==> config.mk <==
export PLATFORM = sky130hd
export DESIGN_NAME = fp32_mul_rne
export DESIGN_NICKNAME = d
export VERILOG_FILES = /design/src/rtl/fp32m_pkg.sv /design/src/rtl/fp32m_unpack.sv /design/src/rtl/fp32m_sigmul.sv /design/src/rtl/fp32m_finish.sv /design/src/rtl/fp32_mul_rne.sv
export SDC_FILE = /design/constraint.sdc
export NUM_CORES = 2
export LEC_CHECK = 0
export CORE_ASPECT_RATIO = 0.9
export CORE_UTILIZATION = 36
export DETAILED_ROUTE_END_ITERATION = 6
export PLACE_DENSITY = 0.61
export SLEW_MARGIN = 20
export SYNTH_ARGS = -nofsm -noshare
export SYNTH_HDL_FRONTEND = slang
export SYNTH_SLANG_ARGS = --single-unit
==> constraint.sdc <==
create_clock -name clk -period 22.1 [get_ports clk]
set_clock_uncertainty 0.2 [all_clocks]
set_input_delay 4.42 -clock clk [delete_from_list [all_inputs] [get_ports clk]]
set_output_delay 4.42 -clock clk [all_outputs]
set_load 0.03 [all_outputs]
==> src/rtl/fp32m_pkg.sv <==
package fp32m_pkg;

    localparam int EXP_W  = 8;
    localparam int FRAC_W = 23;
    localparam int SIG_W  = FRAC_W + 1;
    localparam int PROD_W = 2 * SIG_W;
    localparam int WORD_W = 1 + EXP_W + FRAC_W;
    localparam int BIAS   = (1 << (EXP_W - 1)) - 1;
    localparam int EMAX   = BIAS;
    localparam int EMIN   = 1 - BIAS;
    localparam int XE_W   = EXP_W + 4;
    localparam int LO_W   = $clog2(PROD_W);

    localparam logic [WORD_W-1:0] CANON_NAN =
        {1'b0, {EXP_W{1'b1}}, 1'b1, {(FRAC_W-1){1'b0}}};

    typedef enum logic [1:0] {
        K_ZERO   = 2'd0,
        K_FINITE = 2'd1,
        K_INF    = 2'd2,
        K_NAN    = 2'd3
    } op_kind_e;

    typedef struct packed {
        logic                    sign;
        op_kind_e                kind;
        logic signed [XE_W-1:0]  exp;   // unbiased exponent of sig's weight 2^0 position
        logic [SIG_W-1:0]        sig;   // h.fff..f
    } op_fields_t;

    typedef struct packed {
        logic                    sign;
        logic signed [XE_W-1:0]  exp;   // unbiased exponent of the leading one
        logic [PROD_W-1:0]       norm;  // leading one sits in the top bit
    } prod_norm_t;

    typedef struct packed {
        logic [WORD_W-1:0] word;
        logic              ovf;
    } mul_result_t;

    function automatic logic [LO_W-1:0] lead_one_pos(input logic [PROD_W-1:0] v);
        lead_one_pos = '0;
        for (int i = 0; i < PROD_W; i++) begin
            if (v[i]) lead_one_pos = LO_W'(i);
        end
    endfunction

    function automatic logic [WORD_W-1:0] pack_word(input logic s,
                                                    input logic [EXP_W-1:0] e,
                                                    input logic [FRAC_W-1:0] f);
        pack_word = {s, e, f};
    endfunction

endpackage

==> src/rtl/fp32m_unpack.sv <==
module fp32m_unpack
    import fp32m_pkg::*;
(
    input  logic [WORD_W-1:0] word,
    output op_fields_t        op
);
    logic [EXP_W-1:0]  efield;
    logic [FRAC_W-1:0] ffield;
    logic              e_zero;
    logic              e_ones;
    logic              f_zero;

    assign efield = word[WORD_W-2 -: EXP_W];
    assign ffield = word[FRAC_W-1:0];
    assign e_zero = (efield == '0);
    assign e_ones = (efield == '1);
    assign f_zero = (ffield == '0);

    always_comb begin
        op.sign = word[WORD_W-1];
        op.exp  = XE_W'(EMIN);
        op.sig  = {1'b0, ffield};
        if (e_ones) begin
            op.kind = f_zero ? K_INF : K_NAN;
        end else if (e_zero) begin
            op.kind = f_zero ? K_ZERO : K_FINITE;
        end else begin
            op.kind = K_FINITE;
            op.exp  = XE_W'(efield) - XE_W'(BIAS);
            op.sig  = {1'b1, ffield};
        end
    end
endmodule

==> src/rtl/fp32m_sigmul.sv <==
module fp32m_sigmul
    import fp32m_pkg::*;
(
    input  op_fields_t op_a,
    input  op_fields_t op_b,
    output prod_norm_t pn
);
    logic [PROD_W-1:0] raw;
    logic [LO_W-1:0]   lead;

    assign raw  = PROD_W'(op_a.sig) * PROD_W'(op_b.sig);
    assign lead = lead_one_pos(raw);

    always_comb begin
        pn.sign = op_a.sign ^ op_b.sign;
        pn.norm = raw << (LO_W'(PROD_W - 1) - lead);
        pn.exp  = op_a.exp + op_b.exp + XE_W'(lead) - XE_W'(PROD_W - 2);
    end
endmodule

==> src/rtl/fp32m_finish.sv <==
module fp32m_finish
    import fp32m_pkg::*;
(
    input  op_kind_e    kind_a,
    input  op_kind_e    kind_b,
    input  prod_norm_t  pn,
    output mul_result_t res
);
    localparam int DROP_W = PROD_W - SIG_W;

    logic [SIG_W-1:0]        kept;
    logic                    g_bit, r_bit, s_bit, bump;
    logic [SIG_W:0]          rsum;
    logic [FRAC_W-1:0]       frac_r;
    logic signed [XE_W-1:0]  exp_r;
    logic                    any_nan, any_inf, any_zero;

    assign kept  = pn.norm[PROD_W-1 -: SIG_W];
    assign g_bit = kept[0];
    assign r_bit = pn.norm[DROP_W-1];
    assign s_bit = |pn.norm[DROP_W-2:0];
    assign bump  = r_bit & (s_bit | g_bit);
    assign rsum  = {1'b0, kept} + (SIG_W+1)'(bump);

    always_comb begin
        if (rsum[SIG_W]) begin
            frac_r = rsum[FRAC_W:1];
            exp_r  = pn.exp + XE_W'(1);
        end else begin
            frac_r = rsum[FRAC_W-1:0];
            exp_r  = pn.exp;
        end
    end

    assign any_nan  = (kind_a == K_NAN) || (kind_b == K_NAN) ||
                      (kind_a == K_INF && kind_b == K_ZERO) ||
                      (kind_a == K_ZERO && kind_b == K_INF);
    assign any_inf  = (kind_a == K_INF) || (kind_b == K_INF);
    assign any_zero = (kind_a == K_ZERO) || (kind_b == K_ZERO);

    always_comb begin
        res.ovf = 1'b0;
        if (any_nan) begin
            res.word = CANON_NAN;
        end else if (any_inf) begin
            res.word = pack_word(pn.sign, '1, '0);
        end else if (any_zero || pn.norm == '0) begin
            res.word = pack_word(pn.sign, '0, '0);
        end else if ($signed(exp_r) > $signed(XE_W'(EMAX))) begin
            res.word = pack_word(pn.sign, '1, '0);
            res.ovf  = 1'b1;
        end else if ($signed(exp_r) < $signed(XE_W'(EMIN))) begin
            res.word = pack_word(pn.sign, '0, '0);
        end else begin
            res.word = pack_word(pn.sign, EXP_W'(exp_r + XE_W'(BIAS)), frac_r);
        end
    end
endmodule

==> src/rtl/fp32_mul_rne.sv <==
module fp32_mul_rne
    import fp32m_pkg::*;
(
    input  logic        clk,
    input  logic        rst,
    input  logic        in_valid,
    output logic        in_ready,
    input  logic [31:0] in_a,
    input  logic [31:0] in_b,
    output logic        out_valid,
    input  logic        out_ready,
    output logic [31:0] out_prod,
    output logic        out_ovf
);
    localparam int N_OPS = 2;

    logic [WORD_W-1:0] op_word [N_OPS];
    op_fields_t        op_f    [N_OPS];
    prod_norm_t        pn;
    mul_result_t       res_c;
    mul_result_t       res_q;
    logic              take;

    assign op_word[0] = in_a;
    assign op_word[1] = in_b;

    for (genvar gi = 0; gi < N_OPS; gi++) begin : g_unpack
        fp32m_unpack u_unpack (
            .word (op_word[gi]),
            .op   (op_f[gi])
        );
    end

    fp32m_sigmul u_sigmul (
        .op_a (op_f[0]),
        .op_b (op_f[1]),
        .pn   (pn)
    );

    fp32m_finish u_finish (
        .kind_a (op_f[0].kind),
        .kind_b (op_f[1].kind),
        .pn     (pn),
        .res    (res_c)
    );

    assign in_ready = !out_valid || out_ready;
    assign take     = in_valid && in_ready;

    always_ff @(posedge clk) begin
        if (rst) begin
            out_valid <= 1'b0;
            res_q     <= '0;
        end else begin
            if (in_ready) out_valid <= in_valid;
            if (take)     res_q     <= res_c;
        end
    end

    assign out_prod = res_q.word;
    assign out_ovf  = res_q.ovf;

    assert_accept_R10: assert property (@(posedge clk) disable iff (rst)
        (in_valid && in_ready) |=> out_valid);

    assert_hold_R11: assert property (@(posedge clk) disable iff (rst)
        (out_valid && !out_ready) |=> (out_valid && $stable(out_prod) && $stable(out_ovf)));

    assert_ovf_inf_R6: assert property (@(posedge clk) disable iff (rst)
        (out_valid && out_ovf) |-> (out_prod[30:0] == 31'h7F800000));

    assert_nan_canon_R8: assert property (@(posedge clk) disable iff (rst)
        (out_valid && out_prod[30:23] == 8'hFF && out_prod[22:0] != 23'd0)
        |-> (out_prod == CANON_NAN && !out_ovf));

    assert_no_subnormal_R7: assert property (@(posedge clk) disable iff (rst)
        out_valid |-> !(out_prod[30:23] == 8'h00 && out_prod[22:0] != 23'd0));
endmodule

==> After elaboration in Yosys (flattened, before gate mapping) <==
Index checks and enable logic that the tools add are counted.
{ "op_classes": {"n_eq_ne": 6, "n_addsub": 9, "bitwise": 3, "order_cmp": 2, "shifts": 1, "n_reduce_logical": 19, "mul": 1, "n_mux": 70} }
{ "op_table": {"columns": ["cell", "count"], "rows": [
  ["$mux W36", 4],
  ["$mux W31", 4],
  ["$mux W6", 16],
  ["$mux W5", 16],
  ["$logic_not A48 Y1", 1],
  ["$mul A24 B24 Y48", 1],
  ["$shl A48 B6 Y48", 1],
  ["$logic_not A23 Y1", 2],
  ["$mux W32", 1],
  ["$mux W4", 8],
  ["$add A24 B1 Y25", 1],
  ["$mux W23", 1],
  ["$reduce_or A23 Y1", 1],
  ["$sub A8 B7 Y9 const B", 2],
  ["$eq A8 B8 Y1 const B", 2],
  ["$logic_not A8 Y1", 2],
  ["$add A12 B12 Y12", 1],
  ["$add A12 B2 Y12 const B", 1],
  ["$add A12 B6 Y12", 1],
  ["$gt A12 B8 Y1 const B", 1],
  ["$lt A12 B8 Y1 const B", 1],
  ["$mux W12", 1],
  ["$mux W2", 6],
  ["$mux W3", 4],
  ["other kinds (12)", 32]
]} }
{ "word_totals": {"output_inout_bits": 35, "in_bits": 68, "reg_bits": 34, "wordCells": 114} }

==> Longest topological paths before layout <==
{ "depth": {"word_depth": 64, "mapped_depth": 58, "depth_no_buf": 51} }

==> Modules after synthesis <==
A second synthesis with hierarchy kept.
{ "unflattened": {"hier_cells": 3510, "area_unflattened_um2": 29403.2} }
{ "modules_own_cells": {"columns": ["module", "cells_per_inst", "seq_area_each_um2", "instances", "area_per_inst_um2"], "rows": [
  ["fp32m_sigmul", 2973, 0.0, 1, 25136.6],
  ["fp32m_finish", 246, 0.0, 1, 1639.1],
  ["fp32_mul_rne", 155, 680.7, 1, 1621.6],
  ["fp32m_unpack", 68, 0.0, 2, 503.0]
]} }

==> Least setup slack after synthesis <==
No wires, ideal clock.
{ "synth_path": {"kind": "input-to-reg", "startpoint": "in in_a[23]", "endpoint": "reg res_q (netlist bit out_prod[0])", "t_arrival_ns": 17.029, "slack_ns": 4.812, "path_buffers": 6, "setup_ns": 0.060, "t_required_ns": 21.840, "stages": 51, "path_cell_list": "inv_1 ha_1 or4b_2 nor4_1 nor2_1 and2_1 fa_1 fa_1 fa_1 inv_1 fa_1 fa_1 fa_1 inv_1 fa_1 ha_1 clkbuf_1 o21ai_1 [... 15 more ...] ha_1 inv_1 fa_1 inv_1 a21oi_1 o21bai_1 a21oi_1 o21bai_1 xor2_1 nand2_1 or3_1 o31ai_1 nand3_1 a221o_1 o21bai_4 and2_4 buf_6 a22o_1"} }
{ "synth_between": {"elab_chain_len": 63, "word_cells_on_any_way": 86, "cone_classes": "7 x add/sub; 1 x mul; 2 x order compare; 3 x eq/ne; 1 x shift; 58 x mux; 2 x bitwise; 12 x reduce/logical"} }
{ "synth_rtl": {"columns": ["element", "line", "source"], "rows": [
  ["from (decl)", "fp32_mul_rne.sv:8", "input logic [31:0] in_a,"],
  ["$eq A8 B8 Y1", "fp32m_unpack.sv:16", "assign e_ones = (efield == '1);"],
  ["$mux W36", "fp32m_unpack.sv:23", "if (e_ones) begin"],
  ["$mul A24 B24 Y48", "fp32m_sigmul.sv:11", "assign raw = PROD_W'(op_a.sig) * PROD_W'(op_b.sig);"],
  ["$mux W1", "fp32m_pkg.sv:45", "if (v[i]) lead_one_pos = LO_W'(i);"],
  ["$mux W2 (2 in a row)", "fp32m_pkg.sv:45", null],
  ["$mux W3 (4 in a row)", "fp32m_pkg.sv:45", null],
  ["$mux W4 (8 in a row)", "fp32m_pkg.sv:45", null],
  ["$mux W5 (16 in a row)", "fp32m_pkg.sv:45", null],
  ["[... 21 more ...]", null, null],
  ["$add A24 B1 Y25", "fp32m_finish.sv:23", "assign rsum = {1'b0, kept} + (SIG_W+1)'(bump);"],
  ["$mux W12", "fp32m_finish.sv:26", "if (rsum[SIG_W]) begin"],
  ["$lt A12 B8 Y1", "fp32m_finish.sv:52", "end else if ($signed(exp_r) < $signed(XE_W'(EMIN))) begin"],
  ["$mux W31", "fp32m_finish.sv:52", null],
  ["$mux W31", "fp32m_finish.sv:49", "end else if ($signed(exp_r) > $signed(XE_W'(EMAX))) begin"],
  ["$mux W31", "fp32m_finish.sv:47", "end else if (any_zero || pn.norm == '0) begin"],
  ["$mux W31", "fp32m_finish.sv:45", "end else if (any_inf) begin"],
  ["$mux W32 (*)", "fp32m_finish.sv:43", "if (any_nan) begin"],
  ["to (signal assigned)", "fp32_mul_rne.sv:56", "if (take) res_q <= res_c;"],
  ["to (decl)", "fp32_mul_rne.sv:21", "mul_result_t res_q;"]
]} }
Every way passes the cells marked *; elsewhere a longest branch is shown, timed or not.
A chain may end at the register's enable or synchronous reset.

==> Final worst setup path <==
{ "layout_path": {"startpoint": "in in_a[23]", "endpoint": "reg res_q (netlist bit out_prod[29])"} }
{ "layout_between": {"elab_chain_len": 63, "word_cells_on_any_way": 86, "cone_classes": "8 x add/sub; 1 x mul; 2 x order compare; 3 x eq/ne; 1 x shift; 57 x mux; 2 x bitwise; 12 x reduce/logical"} }
{ "layout_rtl": {"columns": ["element", "line"], "rows": [
  ["$eq A8 B8 Y1", "fp32m_unpack.sv:16"],
  ["$mux W36", "fp32m_unpack.sv:23"],
  ["$mul A24 B24 Y48", "fp32m_sigmul.sv:11"],
  ["$mux W1", "fp32m_pkg.sv:45"],
  ["$mux W2 (2 in a row)", "fp32m_pkg.sv:45"],
  ["$mux W3 (4 in a row)", "fp32m_pkg.sv:45"],
  ["$mux W4 (8 in a row)", "fp32m_pkg.sv:45"],
  ["$mux W5 (16 in a row)", "fp32m_pkg.sv:45"],
  ["[... 21 more ...]", null],
  ["$add A24 B1 Y25", "fp32m_finish.sv:23"],
  ["$mux W12", "fp32m_finish.sv:26"],
  ["$lt A12 B8 Y1 / $add A8 B8 Y8 (equally long branches)", "fp32m_finish.sv:52, fp32m_finish.sv:55"],
  ["$mux W31", "fp32m_finish.sv:52"],
  ["$mux W31", "fp32m_finish.sv:49"],
  ["$mux W31", "fp32m_finish.sv:47"],
  ["$mux W31", "fp32m_finish.sv:45"],
  ["$mux W32 (*)", "fp32m_finish.sv:43"]
]} }
Marked as above.

==> summary.md <==
| Metric | Value |
|---|---|
| Startpoint types | `primary input` |
| Initial antenna violation count | `2` |
| Die X-Extent | `296 µm` |
| Worst-skew pair later-pin latency | `0.27 ns` |
| Largest family of logic cells by synthesized area | `adder cells` |
| Peak Freq | `51.6 MHz` |
| TNS Setup | `0 ns` |
| Critical path endpoint category | `register` |
| Synthesis Warnings | `0` |
| Initial DRC count | `about 2200` |
| Final worst slack | `2.71 ns` |
| Dpl hpwl | `around 71 mm` |
| Synth cell count leaders | `inv_1 (583), fa_1 (489), nand2_1 (454), and2_1 (281), ha_1 (203)` |
| WL final | `88.2 mm` |
| Fin crit period | `19.39 ns` |
| Io pins | `103` |
| Synth Cell Area | `28100 µm²` |
| Tightest Pin Transition | `1.14 ns` |
| First-pass GRT wire length | `145 mm` |
| Vias in the first global route | `25681` |
| Port bufs | `102` |
| Post-synth EDFFs | `0` |
| Slew Viols, Final | `0` |
| Max_cap viols | `0` |
| Clk slew on worst S/H paths | `0.05 ns` |
| Area grow syn2layout | `7.56%` |
| Final net count | `4199` |
| Cell variety after synth | `120` |
| Total track usage | `22.9%` |
| Grt ovf | `0` |
| CP Max Fanout | `35` |
| Register area share after synthesis | `~2.4%` |
| Design area | `30200 µm²` |
| Fin util | `39.4%` |
| CTS buffer count | `5` |
| Pin count of the biggest net entering global routing | `60` |
| CP delay by family, top | `simple AND/OR/NAND/NOR gates` |
| ANT cells | `0` |
| Complex-gate fraction of the synthesized area | `15.8%` |
| Via count | `24928` |
| Setup CP Type | `primary input to register` |
| Dpl ws | `2.48 ns` |
| Num Clock Sinks | `34` |
| Hold buffer count at CTS | `0` |
| Crit path DAT | `19.37 ns` |
| Largest area contributor in the netlist | `fa_1` |
| CP bufs+invs | `10` |
| Die ar. | `79100 µm²` |
| Final RePlAce weighted congestion | `0.986` |
| Final setup violation count | `0` |
| # DRC | `0` |
| CP peak stage delay | `0.79 ns` |
| Synth Register Bits | `34` |
| Cell Area, Placed | `roughly 30000 µm²` |
| Unrepaired setup endpoints after global routing | `no` |
| Mean Syn Cell Area | `slightly above 8 µm²` |
| Req. time, crit path | `22.08 ns` |
| Max-Slew Margin vs Limit | `23.5%` |
| Routed WL per cell | `19.7 µm` |
| Filler cell count | `approximately 8000` |
| Detailed-router iteration count before antenna repair | `6` |
| Initial core utilization | `between 30% and 40%` |
| CTS max path bufs | `2` |
| Post-Synth XOR/XNOR Area | `3.02%` |
| Post-synthesis mux area share | `2.22%` |
| Synth Flop Type | `dfxtp_1` |
| Layout cells sized above 1 | `between 5 and 6%` |
| Core footprint | `76800 µm²` |
| Post-CTS Repair Setup Buffers | `0` |
| Mean number of vias per cell | `5.58` |
| Period utilisation layout | `87.7%` |
| Rows | `between 90 and 100` |
| Slowest-stage cell, CP | `or4b_1` |
| Final Hold Viols | `0` |
| Syn nets | `4207` |
| HP Class | `register to register` |
| Post-Synthesis Cells | `3447` |
| Adder-Cell Fraction of Synth Area | `around 44%` |
| Resized Gates After CTS | `0` |
| Clock root buffer | `clkbuf_16` |
| CTS tree | `yes` |
| Max H-tree Level | `2` |
| Post-synth top area share | `a little over a third` |
| DIE HEIGHT | `267 µm` |
| Ys async rst share | `0%` |
| Simple-Gate Fraction of Synth Area | `21.7%` |
| Status | `finished, final reports clean` |
| Most instantiated library cell after synthesis | `inv_1` |
| Synth area leaders | `fa_1 (35%), ha_1 (9.0%), inv_1 (7.8%)` |
| Post-route ant nets | `0` |
==> sequential cells by signal (all words and copies together), names as in the netlist <==
name       flops
out_valid      1
out_prod      32
out_ovf        1
==> layout by cell type, fill, tap and decap left out, types with 18 or more instances in the layout <==
master,instances
nand3_1,67
a32oi_1,30
nor2_1,129
and3_1,31
o21ai_0,75
mux2i_1,42
ha_1,203
o211ai_1,21
a21o_1,27
nand2_1,454
xor2_1,39
and2_1,281
inv_1,583
nor4_1,21
clkdlybuf4s50_1,100
nand4_1,20
buf_4,68
a211oi_1,25
dfxtp_1,34
xnor2_1,54
o21a_1,18
nor3_1,92
a21oi_1,116
a22o_1,24
fa_1,489
==> stage by stage <==
| step | cells | hold slack (ns) |
|---|---|---|
| floorplan | 3447 | 0.376 |
| global placement | 4461 | 0.256 |
| detailed placement | 4461 | 0.252 |
| CTS | 4469 | 0.259 |
| global route | 4469 | 0.293 |
| finish | 4469 | 0.264 |
==> path summary, 6_finish.rpt <==
check	start	end	slack (ns)	depth (start not counted)
max	in_a[23]	out_prod[29]	2.71	47
min	out_ovf	out_ovf	0.26	2
max reg2reg	out_valid	out_prod[18]	19.84	7
min reg2reg	out_ovf	out_ovf	0.26	2
==> tightest hold or removal path, stage by stage (launching register included) <==
cell     delay (ns)
dfxtp_1        0.31
nand2_1        0.05
a21oi_1        0.05
==> layout make-up <==
cell class | instances | area, µm² | area share, %
clock buffer | 7 | 143 | 0.472
clock inverter | 1 | 5.00 | 0.0166
inverter | 589 | 2210 | 7.32
multi-input combinational | 2639 | 24400 | 80.6
sequential | 34 | 681 | 2.25
tap | 1029 | 1290 | 4.26
timing repair buffer | 170 | 1520 | 5.04
==> per-layer routing <==
metal  part of all wire [%]  GRT usage, %  routed length [µm]
met2                     45          36.7               39900
met5                      0             0                   0
met4                    2.7          5.52                2400
met3                    7.4          3.71                6520
met1                     45          32.0               39300
==> cells by family after synthesis <==
| group | after synthesis |
|---|---|
| flops | 34 |
| simple gates | 1210 |
| mux | 56 |
| fa+ha+maj | 692 |
| xor+xnor | 95 |
| compound gates | 586 |
| buf+inv | 774 |
Power is not shown: default switching activity piles up to over one toggle a cycle in this logic, so the estimate is an artifact.
